$ cat src/rtl/qddc_pkg.sv
package qddc_pkg;

    // Commutation phase of the next accepted sample.
    // Bit 0 selects the quadrature branch, bit 1 selects negation.
    typedef enum logic [1:0] {
        PH_I_POS = 2'd0,
        PH_Q_POS = 2'd1,
        PH_I_NEG = 2'd2,
        PH_Q_NEG = 2'd3
    } phase_e;

    function automatic logic phase_is_quad(input phase_e p);
        return p[0];
    endfunction

    function automatic logic phase_negates(input phase_e p);
        return p[1];
    endfunction

    function automatic phase_e phase_advance(input phase_e p);
        return phase_e'(p + 2'd1);
    endfunction

    function automatic logic phase_closes_group(input phase_e p);
        return p == PH_Q_NEG;
    endfunction

endpackage

$ cat src/rtl/qddc_commutator.sv
module qddc_commutator
    import qddc_pkg::*;
#(
    parameter int DATA_W  = 14,
    parameter int I_DEPTH = 15,
    parameter int Q_DEPTH = 16,
    localparam int MW     = DATA_W + 1
) (
    input  logic                     clk,
    input  logic                     rst,
    input  logic                     in_valid,
    input  logic [DATA_W-1:0]        in_data,
    output phase_e                   phase,
    output logic                     group_done,
    output logic signed [MW-1:0]     i_line [I_DEPTH],
    output logic signed [MW-1:0]     q_line [Q_DEPTH]
);

    logic signed [MW-1:0] widened;
    logic signed [MW-1:0] mixed;

    // One extra bit so that negating the most negative input cannot wrap.
    assign widened = {in_data[DATA_W-1], in_data};
    assign mixed   = phase_negates(phase) ? -widened : widened;

    always_ff @(posedge clk) begin
        if (rst) begin
            phase      <= PH_I_POS;
            group_done <= 1'b0;
            for (int t = 0; t < I_DEPTH; t++) i_line[t] <= '0;
            for (int t = 0; t < Q_DEPTH; t++) q_line[t] <= '0;
        end else begin
            group_done <= in_valid && phase_closes_group(phase);
            if (in_valid) begin
                phase <= phase_advance(phase);
                if (phase_is_quad(phase)) begin
                    for (int t = Q_DEPTH - 1; t > 0; t--) q_line[t] <= q_line[t-1];
                    q_line[0] <= mixed;
                end else begin
                    for (int t = I_DEPTH - 1; t > 0; t--) i_line[t] <= i_line[t-1];
                    i_line[0] <= mixed;
                end
            end
        end
    end

endmodule

$ cat src/rtl/qddc_preadd.sv
module qddc_preadd #(
    parameter int MW      = 15,
    parameter int I_DEPTH = 15,
    parameter int Q_DEPTH = 16,
    parameter int STEPS   = 8,
    localparam int PW     = MW + 1
) (
    input  logic                 clk,
    input  logic                 rst,
    input  logic                 capture,
    input  logic signed [MW-1:0] i_line [I_DEPTH],
    input  logic signed [MW-1:0] q_line [Q_DEPTH],
    output logic signed [PW-1:0] pre_i  [STEPS],
    output logic signed [PW-1:0] pre_q  [STEPS]
);

    for (genvar s = 0; s < STEPS; s++) begin : g_pair
        logic signed [PW-1:0] sum_i;
        logic signed [PW-1:0] sum_q;

        // In-phase line has odd length: its middle element has no mate.
        if (2 * s == I_DEPTH - 1) begin : g_center
            assign sum_i = PW'(i_line[s]);
        end else begin : g_mirror
            assign sum_i = PW'(i_line[s]) + PW'(i_line[I_DEPTH-1-s]);
        end
        assign sum_q = PW'(q_line[s]) + PW'(q_line[Q_DEPTH-1-s]);

        always_ff @(posedge clk) begin
            if (rst) begin
                pre_i[s] <= '0;
                pre_q[s] <= '0;
            end else if (capture) begin
                pre_i[s] <= sum_i;
                pre_q[s] <= sum_q;
            end
        end
    end

endmodule

$ cat src/rtl/qddc_coef_bank.sv
module qddc_coef_bank #(
    parameter int COEF_W = 16,
    parameter int HALF   = 16,
    parameter int AW     = 4
) (
    input  logic                     clk,
    input  logic                     rst,
    input  logic                     we,
    input  logic [AW-1:0]            addr,
    input  logic [COEF_W-1:0]        data,
    output logic signed [COEF_W-1:0] h [HALF]
);

    for (genvar a = 0; a < HALF; a++) begin : g_word
        always_ff @(posedge clk) begin
            if (rst)
                h[a] <= '0;
            else if (we && addr == AW'(a))
                h[a] <= data;
        end
    end

endmodule

$ cat src/rtl/qddc_mac.sv
module qddc_mac #(
    parameter int PW     = 16,
    parameter int COEF_W = 16,
    parameter int STEPS  = 8,
    parameter int DATA_W = 14,
    localparam int SW    = $clog2(STEPS),
    localparam int ACC_W = PW + COEF_W + SW
) (
    input  logic                     clk,
    input  logic                     rst,
    input  logic                     clr,
    input  logic                     en,
    input  logic                     last,
    input  logic [SW-1:0]            sel,
    input  logic signed [PW-1:0]     pre  [STEPS],
    input  logic signed [COEF_W-1:0] coef [STEPS],
    output logic signed [DATA_W-1:0] y
);

    localparam longint HI_L = (longint'(1) << (DATA_W - 1)) - 1;
    localparam logic signed [ACC_W-1:0] Y_HI    = ACC_W'(HI_L);
    localparam logic signed [ACC_W-1:0] Y_LO    = ACC_W'(-HI_L - 1);
    localparam logic signed [ACC_W-1:0] RND_ADD = ACC_W'(longint'(1) << (COEF_W - 2));

    logic signed [PW+COEF_W-1:0] prod;
    logic signed [ACC_W-1:0]     acc;
    logic signed [ACC_W-1:0]     sum;
    logic signed [ACC_W-1:0]     scaled;

    assign prod   = pre[sel] * coef[sel];
    assign sum    = acc + ACC_W'(prod);
    assign scaled = (sum + RND_ADD) >>> (COEF_W - 1);

    function automatic logic signed [DATA_W-1:0] clamp(input logic signed [ACC_W-1:0] v);
        if (v > Y_HI) return Y_HI[DATA_W-1:0];
        if (v < Y_LO) return Y_LO[DATA_W-1:0];
        return v[DATA_W-1:0];
    endfunction

    always_ff @(posedge clk) begin
        if (rst) begin
            acc <= '0;
            y   <= '0;
        end else if (clr) begin
            acc <= '0;
        end else if (en) begin
            acc <= sum;
            if (last) y <= clamp(scaled);
        end
    end

endmodule

$ cat src/rtl/qddc_top.sv
module qddc_top
    import qddc_pkg::*;
#(
    parameter int DATA_W  = 14,
    parameter int COEF_W  = 16,
    parameter int TAPS    = 31,   // must be of the form 4m+3
    parameter int COEF_AW = $clog2((TAPS + 1) / 2)
) (
    input  logic              clk,
    input  logic              rst,
    input  logic              in_valid,
    input  logic [DATA_W-1:0] in_data,
    input  logic              coef_we,
    input  logic [COEF_AW-1:0] coef_addr,
    input  logic [COEF_W-1:0] coef_data,
    output logic              out_valid,
    output logic [DATA_W-1:0] out_i,
    output logic [DATA_W-1:0] out_q
);

    localparam int MW      = DATA_W + 1;
    localparam int PW      = MW + 1;
    localparam int I_DEPTH = (TAPS - 1) / 2;
    localparam int Q_DEPTH = (TAPS + 1) / 2;
    localparam int HALF    = Q_DEPTH;
    localparam int STEPS   = Q_DEPTH / 2;
    localparam int SW      = $clog2(STEPS);

    phase_e                     phase_w;
    logic                       group_done;
    logic signed [MW-1:0]       i_line [I_DEPTH];
    logic signed [MW-1:0]       q_line [Q_DEPTH];
    logic signed [PW-1:0]       pre_i  [STEPS];
    logic signed [PW-1:0]       pre_q  [STEPS];
    logic signed [COEF_W-1:0]   h      [HALF];
    logic signed [COEF_W-1:0]   coef_i [STEPS];
    logic signed [COEF_W-1:0]   coef_q [STEPS];
    logic signed [DATA_W-1:0]   y_i;
    logic signed [DATA_W-1:0]   y_q;
    logic                       run;
    logic [SW-1:0]              step;
    logic                       last;

    // Even sample slots meet odd taps; odd slots meet even taps.
    for (genvar s = 0; s < STEPS; s++) begin : g_coef_route
        assign coef_i[s] = h[2*s+1];
        assign coef_q[s] = h[2*s];
    end

    qddc_commutator #(.DATA_W(DATA_W), .I_DEPTH(I_DEPTH), .Q_DEPTH(Q_DEPTH)) u_comm (
        .clk(clk), .rst(rst), .in_valid(in_valid), .in_data(in_data),
        .phase(phase_w), .group_done(group_done), .i_line(i_line), .q_line(q_line)
    );

    qddc_preadd #(.MW(MW), .I_DEPTH(I_DEPTH), .Q_DEPTH(Q_DEPTH), .STEPS(STEPS)) u_pre (
        .clk(clk), .rst(rst), .capture(group_done),
        .i_line(i_line), .q_line(q_line), .pre_i(pre_i), .pre_q(pre_q)
    );

    qddc_coef_bank #(.COEF_W(COEF_W), .HALF(HALF), .AW(COEF_AW)) u_coef (
        .clk(clk), .rst(rst), .we(coef_we), .addr(coef_addr), .data(coef_data), .h(h)
    );

    // Sequencer: one pre-added pair per cycle on each branch.
    assign last = run && (step == SW'(STEPS - 1));

    always_ff @(posedge clk) begin
        if (rst) begin
            run       <= 1'b0;
            step      <= '0;
            out_valid <= 1'b0;
        end else begin
            out_valid <= last;
            if (group_done) begin
                run  <= 1'b1;
                step <= '0;
            end else if (run) begin
                step <= step + 1'b1;
                if (last) run <= 1'b0;
            end
        end
    end

    qddc_mac #(.PW(PW), .COEF_W(COEF_W), .STEPS(STEPS), .DATA_W(DATA_W)) u_mac_i (
        .clk(clk), .rst(rst), .clr(group_done), .en(run), .last(last),
        .sel(step), .pre(pre_i), .coef(coef_i), .y(y_i)
    );

    qddc_mac #(.PW(PW), .COEF_W(COEF_W), .STEPS(STEPS), .DATA_W(DATA_W)) u_mac_q (
        .clk(clk), .rst(rst), .clr(group_done), .en(run), .last(last),
        .sel(step), .pre(pre_q), .coef(coef_q), .y(y_q)
    );

    assign out_i = y_i;
    assign out_q = y_q;

endmodule

$ cat config.mk
export PLATFORM = sky130hd
export DESIGN_NAME = qddc_top
export DESIGN_NICKNAME = d
export VERILOG_FILES = /design/src/rtl/qddc_pkg.sv /design/src/rtl/qddc_commutator.sv /design/src/rtl/qddc_preadd.sv /design/src/rtl/qddc_coef_bank.sv /design/src/rtl/qddc_mac.sv /design/src/rtl/qddc_top.sv
export SDC_FILE = /design/constraint.sdc
export NUM_CORES = 2
export LEC_CHECK = 0
export ABC_AREA = 1
export BUFFER_PORTS_ARGS = -buffer_cell sky130_fd_sc_hd__buf_2
export CAP_MARGIN = 20
export CORE_ASPECT_RATIO = 1.1
export CORE_MARGIN = 3
export CORE_UTILIZATION = 50
export DETAILED_ROUTE_END_ITERATION = 7
export GPL_TIMING_DRIVEN = 1
export PLACE_DENSITY = 0.65
export SLEW_MARGIN = 20
export SYNTH_ARGS = -nofsm -noshare
export SYNTH_HDL_FRONTEND = slang
export SYNTH_SLANG_ARGS = --single-unit
$ cat constraint.sdc
create_clock -name clk -period 16.34 [get_ports clk]
set_input_delay 1.634 -clock clk [delete_from_list [all_inputs] [get_ports clk]]
set_output_delay 1.634 -clock clk [all_outputs]
set_load 0.05 [all_outputs]
# After elaboration in Yosys (flattened, before gate mapping)
# Cells that the tools add are included.
# op_classes
div,0
multipliers,2
mux,46
reduce_logical,23
shifts,0
bitwise,3
eq_ne,17
n_lt_le_gt_ge,5
add_sub_neg,22
# op_table
operator,count
adder 15 x 15 -> 16 bit,15
binary-select mux 16 bit (select 3 bit),4
2-to-1 mux 16 bit,8
2-to-1 mux 14 bit,8
adder 35 x 16 -> 35 bit (second input constant),2
adder 35 x 32 -> 35 bit,2
multiplier 16 x 16 -> 32 bit,2
greater-than comparator 20 x 14 -> 1 bit (second input constant),2
< comparator 20 x 14 -> 1 bit (second input constant),2
equality test 4 bit (second input constant),8
2-to-1 mux 1 bit,25
logical AND 1 bit,18
equality test 4 x 3 -> 1 bit (second input constant),4
2-to-1 mux 15 bit,1
negation 14 -> 15 bit,1
equality test 4 x 2 -> 1 bit (second input constant),2
equality test 4 x 1 -> 1 bit (second input constant),1
greater-or-equal comparator 4 bit (second input constant),1
zero test 4 bit,1
inverter 3 -> 4 bit,1
AND reduction 2 bit,2
adder 3 x 1 -> 3 bit (second input constant),1
equality test 3 bit (second input constant),1
AND reduction 3 bit,1
other kinds (4),5
# totals
out_inout_bits,29
n_memories,0
word_cells,190
in_bits,38
ff_bits,1082
mem_bits_rw,0
romBits,0
latchBits,0

# Depth between registers and ports, before layout
# logic_depth
word_depth,20
mapped_depth,50
depth_no_buf,45

# Cells and area by module
# From an unflattened synthesis, not the netlist that was laid out.
# hier_totals
hier_cells,12242
hier_area_um2,84272.1
# modules_own_cells
mod,cells_each,n_inst,area_each_um2,seq_area_each_um2
qddc_preadd,4048,1,23404.9,5104.9
qddc_mac (u_mac_q),2407,1,17026.3,980.9
qddc_mac (u_mac_i),2409,1,16945.0,980.9
qddc_commutator,1861,1,16668.5,9369.0
qddc_coef_bank,1487,1,10014.6,5124.9
qddc_top,30,1,212.7,100.1

# Worst setup path after synthesis
# No wires, ideal clock.
# synth_path
path_type,register -> register
start,register step[0]
end,register u_mac_i.y[10]
setup_slack_ns,8.266
period_less_slack_ns,8.074
t_required_ns,16.222
setup_ns,0.118
arrival_time_ns,7.957
stages_incl_launch_ff,42
n_path_buf,6
path_cell_list,dfxtp_1 -> buf_2 -> buf_2 -> buf_2 -> clkbuf_1 -> clkbuf_1 -> nor2_1 -> o22ai_1 -> inv_1 -> o21ai_1 -> nand2_1 -> fa_1 -> inv_1 -> fa_1 -> fa_1 -> fa_1 -> fa_1 -> inv_1 -> (+6 left out) -> nor2_1 -> and2_1 -> nand2_1 -> nand3_1 -> nand2_1 -> nand2_1 -> nand2_1 -> nor2_2 -> nand3_1 -> nand2_1 -> nand2_1 -> nor3_1 -> nand3_1 -> nand2_1 -> nand2_1 -> buf_2 -> nor2_1 -> nor2_1
# synth_via
elab_chain_len,16
word_cells_on_any_way,29
classes_between,add/sub (2); mul (1); order compare (2); eq/ne (1); mux (20); bitwise (1); reduce/logical (2)
# synth_lines
element,line,text
start: declaration,qddc_top.sv:41,logic [SW-1:0] step;
start signal: assignment,qddc_top.sv:78,step <= step + 1'b1;
inverter 3 -> 4 bit (not written as such),qddc_mac.sv:30,assign prod = pre[sel] * coef[sel];
binary-select mux 16 bit (select 3 bit),qddc_mac.sv:30,
2-to-1 mux 16 bit (not written as such) (2 in a row),qddc_mac.sv:30,
multiplier 16 x 16 -> 32 bit,qddc_mac.sv:30,
adder 35 x 32 -> 35 bit,qddc_mac.sv:31,assign sum = acc + ACC_W'(prod);
adder 35 x 16 -> 35 bit,qddc_mac.sv:32,assign scaled = (sum + RND_ADD) >>> (COEF_W - 1);
< comparator 20 x 14 -> 1 bit,qddc_mac.sv:36,if (v < Y_LO) return Y_LO[DATA_W-1:0];
2-to-1 mux 1 bit (2 in a row),qddc_mac.sv:36,
2-to-1 mux 1 bit,qddc_mac.sv:48,if (last) y <= clamp(scaled);
2-to-1 mux 1 bit,qddc_mac.sv:46,end else if (en) begin
2-to-1 mux 1 bit,qddc_mac.sv:44,end else if (clr) begin
2-to-1 mux 1 bit,qddc_mac.sv:41,if (rst) begin
2-to-1 mux 14 bit,qddc_mac.sv:37,return v[DATA_W-1:0];
2-to-1 mux 14 bit,qddc_mac.sv:36,
end signal: assignment,qddc_mac.sv:48,
end: declaration,qddc_mac.sv:17,output logic signed [DATA_W-1:0] y
# Several ways; a longest one is shown, not always the timed one. The select of a mux whose other input is x is not followed.
# A chain may end at the register's enable or synchronous reset.

# Worst setup path after layout
# layout_path
start,register step[0]
end,register u_mac_i.y[3]
# The elaborated chain is that of the path after synthesis.

==> Implementation_results.wiki <==
{| class="wikitable"
! Metric !! Value
|-
| Final Net Count || around 11000
|-
| Worst max-slew margin expressed relative to the limit || between 20% and 30%
|-
| Run status || complete, no violations
|-
| Most common cell after layout, fill and taps aside || sky130_fd_sc_hd__nor2_1
|-
| Die span in x || around 380 um
|-
| Area enclosed by the die boundary || ~160000 um2
|-
| Required arrival time at the worst endpoint || about 17 ns
|-
| Routability cong. || between 0.9 and 1
|-
| Ratio of cells with drive above 1 in the final layout || about 4.6%
|-
| Library cells used by synthesis || 60
|-
| PD cells || just under 80 nW/um2
|-
| Worst setup SP type || register
|-
| First-pass GRT wire length || between 300 and 400 mm
|-
| Number of flops mapped to enable cells by yosys || 0
|-
| Part of the total power dissipated in sequential elements || between 40% and 50%
|-
| FF+latch count, synth || between 1000 and 1500
|-
| Total wire length || around 220 mm
|-
| Syn_area_per_cell || between 7 and 8 um2
|-
| Synthesis-to-layout area growth || 7.45%
|-
| Worst setup EP type || register
|-
| Number of buffers added on ports || 66
|-
| Number of I/O pins || 67
|-
| Router iterations before antenna repair || 6
|-
| GRT Total Usage || approximately 28%
|-
| Crit path max-delay family || adder cells
|-
| Net Sw Frac || 28.0%
|-
| Number of setup violations in the final report || 0
|-
| Core box area || between 150000 and 200000 um2
|-
| Category of the most critical setup path || reg2reg
|-
| Leakage || just under 0.04 uW
|-
| Max FO, Critical Path || about 100
|-
| Clock Root Buffer || sky130_fd_sc_hd__clkbuf_16
|-
| Detail-routed via count per cell || around 5.3
|-
| TritonCTS clock tree || done
|-
| Starting density of the core || 50.5%
|-
| Tightest Hold Check Type || reg2reg
|-
| Total half-perimeter wirelength after legalization and detailed placement || approximately 160 mm
|-
| Clock power frac || a little over two fifths
|-
| Max-cap check violation count || 0
|-
| Number of H-tree branching levels || 3
|-
| Standard-cell row count || around 150
|-
| CP arrival || between 10 and 15 ns
|-
| Total area of sequential cells || 21700 um2
|-
| Combinational share of power || 12.4%
|-
| ANT nets after route || 0
|-
| Achievable Freq || 0.0921 GHz
|-
| Most frequent cells in the layout || sky130_fd_sc_hd__nor2_1 (1964), sky130_fd_sc_hd__inv_1 (1578), sky130_fd_sc_hd__nand2_1 (1513), sky130_fd_sc_hd__o21ai_0 (1338), sky130_fd_sc_hd__dfxtp_1 (1078)
|-
| Unrepaired setup endpoints after global routing || false
|-
| Switching power || 1770 uW
|-
| Ratio of final minimum period to clock period || 66.4%
|-
| Worst-Skew Late Latency || 0.78 ns
|-
| Core occupancy in the finished layout || a little over half
|-
| Mean routed wirelength per cell || 17.6 um
|-
| Post-synth net total || 11600
|-
| Count of warnings emitted by yosys || 0
|-
| Clock edge transition at the registers on the reported setup and hold paths || 0.06 ns
|-
| # DRC || 0
|-
| Delay of the slowest cell on the worst path || around 0.85 ns
|-
| Inserted Clock Buffers || about 120
|-
| Buffering stage count on the worst path with inverters included || 9
|-
| CTS-repair resized insts || 0
|-
| Minimum clock period after layout || 10.86 ns
|-
| Slew @ Worst Pin || between 1 and 1.5 ns
|-
| DR iter-0 viols || 4964
|-
| Pin count of the biggest net entering global routing || about 180
|-
| Vertical extent of the die || around 410 um
|-
| Most frequent cell on the critical path || sky130_fd_sc_hd__nand2_1
|-
| Antenna violations before repair || 5
|-
| Async set-reset flop share out of synthesis || 0%
|-
| Cts-stage hold buffer count || 0
|-
| Total power of the final layout || roughly 6300 uW
|-
| Via count || ~66000
|-
| Worst setup skew after layout || roughly 0.062 ns
|-
| Peak supply drop || roughly 0.09 mV
|-
| Aggregate global routing overflow || 0
|-
| Post-route setup TNS || 0 ns
|-
| Cell internal power dissipation || approximately 4600 uW
|-
| Number of buffers on the longest clock path || 3
|-
| Setup Fix Bufs, Post-CTS || 0
|-
| Area of the multi-input gates || about 46000 um2
|-
| Cell count after synthesis || ~10000
|-
| Slowest cell on crit path || sky130_fd_sc_hd__o21ai_1
|-
| Filler cell count || between 10000 and 15000
|-
| Synthesized cell area || around 76000 um2
|-
| Post-synthesis sequential area ratio || roughly 29%
|-
| TritonCTS sink count || 1082
|-
| Via count of the first global-routing pass || about 65000
|-
| Hold Vio Cnt, Final || 0
|-
| Top flip-flop cell by instance count after synthesis || sky130_fd_sc_hd__dfxtp_1
|-
| Count of pins over their slew limit || 0
|}
## tightest hold or removal path, delay by kind of cell, from the launching register on
family / cells / cell delay, ns
simple gates: 2 / 0.10
flops: 1 / 0.31
## cell usage after synthesis, drive strengths merged (33+ instances only)
cell	count	area (um2)
buf	48	228
nor2	1993	7570
nand2	1543	5860
nand3	166	898
o21ai	1367	6850
o31ai	33	248
fa	635	12700
o22ai	110	688
xor2	102	946
ha	439	5490
inv	1599	6000
clkbuf	423	1590
a21oi	593	3020
dfxtp	1082	21700
o211ai	37	278
nand4	52	347
## power by group through the flow
stage,Clock [uW],Sequential [uW],Combinational [uW]
2_1_floorplan,0,2850,575
3_3_place_gp,0,2880,768
3_5_place_dp,0,2880,781
4_1_cts,2780,2820,786
5_1_grt,2880,2830,895
6_report,2720,2820,787
## worst paths after layout
kind / slack [ns] / depth (start not counted) / from / to
worst max-delay path: 5.48 / 39 / step[0] / u_mac_i.y[3]
worst min-delay path: 0.45 / 2 / u_pre.pre_q[125] / u_pre.pre_q[125]
worst max register to register: 5.48 / 39 / step[0] / u_mac_i.y[3]
worst min register to register: 0.45 / 2 / u_pre.pre_q[125] / u_pre.pre_q[125]
## layer usage
layer	share of wire [%]	up-vias	track usage (%)
met4	3.4	4	9.44
met5	0.011	-	0
met1	44	31100	37.2
li1	-	32500	-
met3	5.7	366	3.21
met2	47	1785	45.7
## through the flow
stage          std cells  setup slack, ns  area [um2]  hold slack, ns
2_1_floorplan      10400             8.27       76000           0.421
3_3_place_gp       12100             5.64       77700           0.433
3_5_place_dp       12100             5.61       77700           0.438
4_1_cts            12300             5.55       81600           0.452
5_1_grt            12300             4.50       81600           0.469
6_report           12300             5.48       81600           0.451
## logic make-up (layout without fill, tap and decap cells)
| logic type | after synthesis | count (layout) | synth area share, % |
|---|---|---|---|
| xor gates and xnor gates | 119 | 119 | 1.44 |
| and+or+nand+nor | 3836 | 3836 | 20.0 |
| AOI/OAI and AO/OA | 2254 | 2254 | 15.7 |
| DFF | 1082 | 1082 | 28.5 |
| adders and majority gates | 1074 | 1074 | 24.0 |
| buffers and inverters | 2082 | 1974 | 10.3 |
| other | 0 | 3 | 0 |
## state kept, by name, indices dropped and copies added (netlist names), 2 cells and up
register / flops
u_pre.pre_q: 128
u_pre.pre_i: 127
u_comm.phase: 2
u_mac_q.y: 14
u_comm.q_line: 240
u_coef.h: 256
step: 3
u_comm.i_line: 225
u_mac_i.acc: 35
u_mac_i.y: 14
u_mac_q.acc: 35
## final cells by class
type | count | share of cell area [%]
diodes | 3 | 0.00920
well taps | 1963 | 3.01
clock buffers | 173 | 4.21
multi-input cells | 7283 | 56.9
clock inverters | 35 | 0.599
inverters | 1611 | 7.45
flip-flops and latches | 1082 | 26.6
repair buffers | 155 | 1.22
Note: power is estimated with default switching activity, not from simulation.
